<file path="src/rtl/utx_pkg.sv">
package utx_pkg;
   localparam int MAX_DATA = 9;
   localparam int FRAME_W  = 1 + MAX_DATA + 1 + 2;
   localparam int IDX_W    = $clog2(FRAME_W);

   typedef enum logic [1:0] {
      LEN_7  = 2'b00,
      LEN_8  = 2'b01,
      LEN_9  = 2'b10,
      LEN_8R = 2'b11
   } dlen_e;

   typedef struct packed {
      logic [1:0] dlen;
      logic       par_en;
      logic       par_odd;
      logic       two_stop;
   } fmt_t;

   function automatic int data_bits(logic [1:0] code);
      case (dlen_e'(code))
         LEN_7:   return 7;
         LEN_9:   return 9;
         default: return 8;
      endcase
   endfunction
endpackage

</file>
<file path="src/rtl/utx_sync.sv">
module utx_sync #(
   parameter int STAGES = 2
) (
   input  logic clk,
   input  logic rst_n,
   input  logic d,
   output logic q
);
   generate
      if (STAGES < 2) begin : g_bad_stages
         $error("utx_sync: STAGES must be at least 2");
      end
   endgenerate

   logic [STAGES-1:0] chain_q;

   always_ff @(posedge clk or negedge rst_n) begin
      if (!rst_n) chain_q <= '0;
      else        chain_q <= {chain_q[STAGES-2:0], d};
   end

   assign q = chain_q[STAGES-1];
endmodule

</file>
<file path="src/rtl/utx_baud.sv">
module utx_baud #(
   parameter int DIV_W = 8,
   parameter int OVS   = 16
) (
   input  logic             clk,
   input  logic             rst_n,
   input  logic             clk_en,
   input  logic             run,
   input  logic             restart,
   input  logic [DIV_W-1:0] divisor,
   output logic             bit_end
);
   localparam int OVS_LG = $clog2(OVS);
   localparam int CNT_W  = DIV_W + OVS_LG;

   generate
      if (OVS < 2 || (OVS & (OVS - 1)) != 0) begin : g_bad_ovs
         $error("utx_baud: OVS must be a power of two, at least 2");
      end
      if (DIV_W < 1) begin : g_bad_div
         $error("utx_baud: DIV_W must be positive");
      end
   endgenerate

   logic [CNT_W-1:0] cnt_q;
   logic [CNT_W-1:0] limit;
   logic             at_lim;

   assign limit  = {divisor, {OVS_LG{1'b1}}};
   assign at_lim = (cnt_q == limit);

   always_ff @(posedge clk or negedge rst_n) begin
      if (!rst_n)                 cnt_q <= '0;
      else if (restart || !run)   cnt_q <= '0;
      else if (clk_en)            cnt_q <= at_lim ? '0 : cnt_q + 1'b1;
   end

   assign bit_end = run & clk_en & at_lim;


   cnt_step_chk: assert property (@(posedge clk) disable iff (!rst_n)
      (run && clk_en && !at_lim && !restart) |=> (cnt_q == CNT_W'($past(cnt_q) + 1'b1)));

   cnt_idle_chk: assert property (@(posedge clk) disable iff (!rst_n)
      (!run || restart) |=> (cnt_q == '0));
endmodule

</file>
<file path="src/rtl/utx_shifter.sv">
module utx_shifter
   import utx_pkg::*;
(
   input  logic                clk,
   input  logic                rst_n,
   input  logic                load,
   input  logic [MAX_DATA-1:0] data,
   input  fmt_t                fmt,
   input  logic                bit_end,
   output logic                busy,
   output logic                frame_done,
   output logic                txd
);
   logic [FRAME_W-1:0] sr_q;
   logic [IDX_W-1:0]   idx_q;
   logic [IDX_W-1:0]   last_q;
   logic               busy_q;

   function automatic logic [FRAME_W-1:0] build_frame(logic [MAX_DATA-1:0] d, fmt_t f);
      logic [FRAME_W-1:0] fr;
      logic               p;
      int                 n;
      n     = data_bits(f.dlen);
      fr    = '1;
      fr[0] = 1'b0;
      p     = f.par_odd;
      for (int i = 0; i < MAX_DATA; i++) begin
         if (i < n) begin
            fr[1+i] = d[i];
            p       = p ^ d[i];
         end
      end
      if (f.par_en) fr[1+n] = p;
      return fr;
   endfunction

   function automatic logic [IDX_W-1:0] last_index(fmt_t f);
      int n;
      n = data_bits(f.dlen) + (f.par_en ? 1 : 0) + (f.two_stop ? 2 : 1);
      return IDX_W'(n);
   endfunction

   always_ff @(posedge clk or negedge rst_n) begin
      if (!rst_n) begin
         sr_q   <= '1;
         idx_q  <= '0;
         last_q <= '0;
         busy_q <= 1'b0;
      end else if (load) begin
         sr_q   <= build_frame(data, fmt);
         idx_q  <= '0;
         last_q <= last_index(fmt);
         busy_q <= 1'b1;
      end else if (bit_end) begin
         if (idx_q == last_q) begin
            busy_q <= 1'b0;
         end else begin
            sr_q  <= {1'b1, sr_q[FRAME_W-1:1]};
            idx_q <= idx_q + 1'b1;
         end
      end
   end

   assign busy       = busy_q;
   assign frame_done = busy_q & bit_end & (idx_q == last_q);
   assign txd        = busy_q ? sr_q[0] : 1'b1;


   start_low_chk: assert property (@(posedge clk) disable iff (!rst_n)
      load |=> !txd);

   bit_hold_chk: assert property (@(posedge clk) disable iff (!rst_n)
      (busy_q && !bit_end && !load) |=> $stable(txd));
endmodule

</file>
<file path="src/rtl/uart_tx_dbuf.sv">
module uart_tx_dbuf
   import utx_pkg::*;
#(
   parameter int DIV_W       = 8,
   parameter int OVS         = 16,
   parameter int SYNC_STAGES = 2
) (
   input  logic                clk,
   input  logic                rst_n,
   input  logic                clk_en,
   input  logic [DIV_W-1:0]    divisor,
   input  logic                tx_en,
   input  logic [1:0]          data_len,
   input  logic                par_en,
   input  logic                par_odd,
   input  logic                two_stop,
   input  logic                cts_en,
   input  logic                cts_in,
   input  logic                irq_sel,
   input  logic                irq_clear,
   input  logic                wr_stb,
   input  logic [MAX_DATA-1:0] wr_data,
   output logic                txd,
   output logic                buf_empty,
   output logic                sr_empty,
   output logic                irq
);
   logic [MAX_DATA-1:0] hold_q;
   logic                hold_full_q;
   logic                irq_q;
   logic                cts_s;
   logic                busy;
   logic                frame_done;
   logic                bit_end;
   logic                load;
   logic                irq_set;
   fmt_t                fmt;

   assign fmt = '{dlen: data_len, par_en: par_en, par_odd: par_odd, two_stop: two_stop};

   utx_sync #(.STAGES(SYNC_STAGES)) u_cts_sync (
      .clk   (clk),
      .rst_n (rst_n),
      .d     (cts_in),
      .q     (cts_s)
   );

   assign load = tx_en & hold_full_q & ~(cts_en & cts_s) & (~busy | frame_done);

   utx_baud #(.DIV_W(DIV_W), .OVS(OVS)) u_baud (
      .clk     (clk),
      .rst_n   (rst_n),
      .clk_en  (clk_en),
      .run     (busy),
      .restart (load),
      .divisor (divisor),
      .bit_end (bit_end)
   );

   utx_shifter u_shift (
      .clk        (clk),
      .rst_n      (rst_n),
      .load       (load),
      .data       (hold_q),
      .fmt        (fmt),
      .bit_end    (bit_end),
      .busy       (busy),
      .frame_done (frame_done),
      .txd        (txd)
   );

   always_ff @(posedge clk or negedge rst_n) begin
      if (!rst_n) begin
         hold_q      <= '0;
         hold_full_q <= 1'b0;
      end else if (wr_stb) begin
         hold_q      <= wr_data;
         hold_full_q <= 1'b1;
      end else if (load) begin
         hold_full_q <= 1'b0;
      end
   end

   assign irq_set = irq_sel ? (frame_done & ~load) : load;

   always_ff @(posedge clk or negedge rst_n) begin
      if (!rst_n) irq_q <= 1'b0;
      else        irq_q <= irq_set | (irq_q & ~irq_clear);
   end

   assign buf_empty = ~hold_full_q;
   assign sr_empty  = ~busy;
   assign irq       = irq_q;


   wr_fills_chk: assert property (@(posedge clk) disable iff (!rst_n)
      wr_stb |=> !buf_empty);

   handover_empties_chk: assert property (@(posedge clk) disable iff (!rst_n)
      (load && !wr_stb) |=> buf_empty);

   idle_after_done_chk: assert property (@(posedge clk) disable iff (!rst_n)
      (frame_done && !load) |=> sr_empty);

   irq_hold_chk: assert property (@(posedge clk) disable iff (!rst_n)
      (irq && !irq_clear) |=> irq);

   irq_done_chk: assert property (@(posedge clk) disable iff (!rst_n)
      (irq_sel && frame_done && !load) |=> irq);

   cts_gate_chk: assert property (@(posedge clk) disable iff (!rst_n)
      $fell(sr_empty) |-> !$past(cts_en && cts_s));

   en_gate_chk: assert property (@(posedge clk) disable iff (!rst_n)
      $fell(sr_empty) |-> $past(tx_en));
endmodule

</file>
<file path="config.mk">
export PLATFORM = sky130hd
export DESIGN_NAME = uart_tx_dbuf
export DESIGN_NICKNAME = d
export VERILOG_FILES = /design/src/rtl/utx_pkg.sv /design/src/rtl/utx_sync.sv /design/src/rtl/utx_baud.sv /design/src/rtl/utx_shifter.sv /design/src/rtl/uart_tx_dbuf.sv
export SDC_FILE = /design/constraint.sdc
export NUM_CORES = 1
export LEC_CHECK = 0
export BUFFER_PORTS_ARGS = -buffer_cell sky130_fd_sc_hd__buf_2
export CAP_MARGIN = 25
export CORE_ASPECT_RATIO = 0.6
export CORE_UTILIZATION = 35
export CTS_CLUSTER_DIAMETER = 60
export DETAILED_ROUTE_END_ITERATION = 12
export PLACE_DENSITY = 0.52
export SYNTH_ARGS = -nofsm -noshare
export SYNTH_HDL_FRONTEND = slang
export SYNTH_SLANG_ARGS = --single-unit
</file>
<file path="constraint.sdc">
create_clock -name clk -period 6.17 [get_ports clk]
set_clock_uncertainty 0.2 [all_clocks]
set_input_delay 1.234 -clock clk [delete_from_list [all_inputs] [get_ports clk]]
set_output_delay 1.234 -clock clk [all_outputs]
set_load 0.01 [all_outputs]
</file>
==> run metrics, run 1 <==
final WL=4850 µm; post_cts resized=0; Worst Tran Pin Value=990 ps; Die Y=67.1 µm; number of DRC markers in iteration 0=50; worst r2r src=u_baud.cnt_q[11]; FMAX=0.300 GHz; first-pass GRT wire length=8340 µm; CP Class=input port to flop; FF/Latch Area=1190 µm²; Syn Inst Count=231; Final Setup Violations=0; status=finished clean; total power=0.000807 W; mean post-synth cell area=10.7 µm²; hold path depth=0; antenna violations before repair=0; Placer Congestion=0.703; Post-DRT Antenna Nets=0; Core Rows=23; H-Tree Depth=2; Hold Startpoint=u_cts_sync.chain_q[0]; post-synthesis async set-or-reset flop share=100%; cell depth of the worst flop-to-flop path=6; Psw=0.000214 W; DR WL/cell=13.7 µm; largest net degree at the start of global routing=48; grt total ovfl=0; RR Endpoint=u_shift.sr_q[8]; first-pass detailed-route iteration total=4; core box area=6760 µm²; Clk pin slew, worst setup/hold paths=70 ps; TNS Setup=0 ps; Vias/cell=4.82; Hold Path End=u_cts_sync.chain_q[1]; Hold Buf Count CTS=0; worst vdd ir=0.000120 V; number of global-route vias before repair=1629; Root Driver=clkbuf_16; Synth Cell Area=2470 µm²; maxcap violations=0; Initial Utilization=36.6%; sw frac=26.5%; Flop pwr share=49.0%; area delta synth->final=16.3%; worst hold path type=flop to flop; sequential area share after synthesis=48.2%; most frequent cells in the layout=34 x dfrtp_1, 34 x buf_2, 25 x xnor2_1, 25 x o21ai_0, 19 x nand2_1; CTS tree=yes; Max Transition Viols Final=0; # nets final=304; area leader, netlist=dfrtp_1; IO buf count=34; final HPWL from detailed placement=3540 µm; Syn Nets=268; total track usage=14.5%; part of the cycle the worst path needs=54.0%; RSZ-0062 raised after global routing=false; CP arrival=3350 ps; Via Count=1710; post-CTS setup buffers=0; Cell variety after synth=36; top cell type's share of synthesized area=34.4%; Area contributors post-synth=dfrtp_1 34%, dfstp_2 14%, xnor2_1 8.9%, o21ai_0 5.1%, mux2_2 5.0%; Util after Layout=42.5%; Combinational Power Share=17.1%; Clock Path Buffers=2; Hold Vio Cnt, Final=0; Power per Cell Area=280 nW/µm²; Setup crit end kind=flop; internal power=0.000593 W; Skew-Pair Late Insertion Delay=290 ps; DR DRC count=0; die area=7420 µm²; share of cells above drive strength 1=27.6%; Sink Count=47; Pleak=1.33 nW; CP required=6190 ps; Clk network pwr share=34.0%; ant diodes=0; register bit total from synthesis=47; slew margin rel.=33.9%; Num CTS Buffers=5; reg-to-reg slack, setup=3440 ps; Post-synth EDFFs=0; Filler cells=674; crit start category=input port; Crit Path Max Fanout=14; top-level I/O count=35; die width=111 µm; leading register cell type out of synthesis=dfrtp_1; Tmin final=3330 ps; area used by multi-input combinational logic=1200 µm²; yosys warns=0
per-stage QoR:
stage | std cells | setup slack, ps | hold slack [ps] | cell area (µm²)
floorplan | 231 | 3090 | 131 | 2470
global placement | 347 | 2560 | 133 | 2730
detailed placement | 347 | 2540 | 147 | 2730
CTS | 355 | 2830 | 160 | 2880
global route | 355 | 2710 | 176 | 2880
finish | 355 | 2840 | 162 | 2880
flip-flops by register name (all words and copies together) (netlist names):
signal              cells
u_shift.sr_q           13
u_baud.cnt_q           12
hold_q                  9
u_shift.idx_q           4
u_shift.last_q          4
u_cts_sync.chain_q      2
hold_full_q             1
irq                     1
u_shift.busy            1
critical path: stages:
cell and delay, ps:
buf_2 100, xnor2_1 220, nand4_2 210, o41ai_2 390
nor2b_2 550, mux2_1 380, mux2_2 260
Yosys cell counts (2+ instances only):
cell	n
a21oi_1	6
a31oi_1	2
and3_1	9
buf_2	3
buf_4	3
dfrtp_1	34
dfstp_2	13
fa_1	2
ha_1	4
inv_1	10
mux2_2	11
mux2i_1	11
nand2_1	19
nand2b_1	5
nand3_1	7
nand4_1	2
nand4_2	2
nor2_1	15
nor3_1	2
o21ai_0	25
o311ai_0	2
o31ai_1	2
o41ai_1	2
or3_1	2
xnor2_1	25
xor2_1	3
layer usage:
metal	part of all wire (%)	wire [µm]	global-route usage (%)
met5	0	0	0
met4	1.1	51	4.50
met3	2.8	134	3.55
met2	35	1710	18.2
met1	61	2950	23.3
power groups by stage:
stage / Clock (W) / Sequential, W / Combinational, W
6_report: 0.000274 / 0.000395 / 0.000138
5_1_grt: 0.000295 / 0.000402 / 0.000158
4_1_cts: 0.000281 / 0.000396 / 0.000140
3_5_place_dp: 0 / 0.000401 / 0.000138
3_3_place_gp: 0 / 0.000401 / 0.000137
2_1_floorplan: 0 / 0.000390 / 0.000104
logic make-up after synthesis:
family	synth area share (%)
AO/OA/AOI/OAI	10.8
AND/OR/NAND/NOR	13.5
XOR/XNOR	10.8
buffers and inverters	3.19
flip-flops	48.2
adder cells (fa/ha/maj)	3.64
multiplexers	9.91
area by class of cell:
cell class	instances	share of cell area, %
multi-input combinational	167	41.9
sequential	47	41.5
timing repair buffer	36	6.44
clock buffer	7	4.96
tap	87	3.78
inverter	10	1.30
clock inverter	1	0.174
how the worst max path moves through the flow:
stage                     startpoint              end  slack [ps]  cells past startpoint
after floorplan           divisor[0]  u_shift.sr_q[8]        3090                      7
after global placement    divisor[7]  u_shift.sr_q[8]        2560                      7
after detailed placement  divisor[7]  u_shift.sr_q[8]        2540                      7
after CTS                 divisor[7]  u_shift.sr_q[8]        2830                      7
after global routing      divisor[7]  u_shift.sr_q[8]        2710                      7
final                     divisor[7]  u_shift.sr_q[8]        2840                      7
(Power assumes the default switching activity.)
==> run 2, diff against run 1 <==
- clock period: 6.17 -> 3.28 ns (I/O delays scaled with it)
==> run metrics, run 2 (synthesis gave the netlist of run 1 again) <==
Worst Tran Pin Value=659 ps; Setup crit end kind=flop; worst r2r src=u_baud.cnt_q[11]; total track usage=15.1%; RR Endpoint=u_shift.last_q[2]; routed length on met2=1870 µm; most frequent cells in the layout=34 x dfrtp_1, 34 x buf_2, 25 x xnor2_1, 25 x o21ai_0, 19 x nand2_1; # nets final=309; CP max-delay cell=o41ai_2; first-pass detailed-route iteration total=4; met3 WL post-DR=175 µm; cell depth of the worst flop-to-flop path=6; first-pass GRT wire length=8610 µm; placed instance area=2770 µm²; CTS tree=yes; IO buf count=34; Tmin final=2470 ps; Die Y=67.1 µm; top-level I/O count=35; final instance area=2930 µm²; FMAX=0.406 GHz; share of cells above drive strength 1=29.3%; core box area=6760 µm²; H-Tree Depth=2; Hold Buf Count CTS=0; die area=7420 µm²; die width=111 µm; Max Transition Viols Final=0; grt total ovfl=0; CP required=3250 ps; placed cells=352; Post-DRT Antenna Nets=0; status=finished clean; Initial Utilization=36.6%; antenna violations before repair=0; DR top layer=met4; crit start category=input port; Vias/cell=4.90; DRT met1 WL=2850 µm; maxcap violations=0; Core Rows=23; worst vdd ir=0.000242 V; number of DRC markers in iteration 0=65; Root Driver=clkbuf_16; Via Count=1764; post_cts resized=0; Top delay family on crit path=simple AND/OR/NAND/NOR gates; RSZ-0062 raised after global routing=false; Placer Congestion=0.738; Sink Count=47; part of the cycle the worst path needs=75.2%; Num CTS Buffers=5; DR DRC count=0; Regs by FF count=u_shift.sr_q x13, u_baud.cnt_q x12, hold_q x9; TNS Setup=0 ps; ant diodes=0; final HPWL from detailed placement=3760 µm; Filler cells=675; Final Setup Violations=0; Top reg by flops=u_shift.sr_q; area delta synth->final=18.5%; Clock Path Buffers=2; CP Class=input port to flop; Crit Path Max Fanout=16; CP cell instances=buf_2 -> xnor2_1 -> nand4_2 -> o41ai_2 -> nor2b_2 -> buf_4 -> mux2_2; Hold Vio Cnt, Final=0; Max stage delay on crit path=400 ps; Clk pin slew, worst setup/hold paths=70 ps; CP arrival=2440 ps; DR WL/cell=13.8 µm; final WL=4960 µm; Pleak=1.36 nW; Skew-Pair Late Insertion Delay=290 ps; largest net degree at the start of global routing=19; fin cells=360; slew margin rel.=55.9%; CP Buf/Inv Count=2; worst hold path type=input port to asynchronous set/reset pin; reg-to-reg slack, setup=830 ps; Power per Cell Area=533 nW/µm²; post-CTS setup buffers=0; number of global-route vias before repair=1713; max reg flops=13
[run 2: changes by cell type in the layout (fill, tap and decap cells not counted)]
cell       previous run  this run
clkbuf_8              1         0
clkbuf_1              1         0
buf_4                 2         7
clkinv_4              0         1
clkbuf_16             5         6
[run 2: worst max-delay path by stage]
stage	start	end	slack, ps	cells past startpoint
2_1_floorplan	divisor[0]	u_shift.sr_q[8]	780	7
3_3_place_gp	divisor[7]	u_shift.last_q[2]	550	7
3_5_place_dp	divisor[7]	u_shift.last_q[2]	520	7
4_1_cts	divisor[7]	u_shift.last_q[2]	810	7
5_1_grt	u_baud.cnt_q[11]	u_shift.last_q[2]	700	6
6_report	divisor[7]	u_shift.last_q[2]	810	7
[run 2: routing by layer]
metal  track usage (%)  vias up
met2              20.7       35
met4              4.50        0
met1              23.2      836
li1                  -      885
met3              3.55        8
met5                 0        -
[run 2: through the flow]
stage / hold slack, ps / power, W / setup slack (ps) / utilization, %
after floorplan: 131 / 0.000930 / 780 / -
after global placement: 133 / 0.00101 / 551 / 40.9
after detailed placement: 145 / 0.00102 / 521 / 40.9
after CTS: 98.7 / 0.00158 / 814 / 43.3
after global routing: 109 / 0.00165 / 696 / 43.3
final: 86.3 / 0.00156 / 815 / 43.3
[run 2: power breakdown]
part           switching, W  internal, W
clock              0.000224     0.000329
combinational      0.000125     0.000138
sequential        0.0000672     0.000677
total              0.000417      0.00114
[run 2: area by class of cell]
class / instances / area (µm²) / area share (%)
Multi-Input combinational cell: 167 / 1200 / 41.1
Sequential cell: 47 / 1190 / 40.7
Timing Repair Buffer: 41 / 223 / 7.60
Clock buffer: 6 / 150 / 5.12
Tap cell: 87 / 109 / 3.71
Inverter: 10 / 37.5 / 1.28
Clock inverter: 2 / 13.8 / 0.470
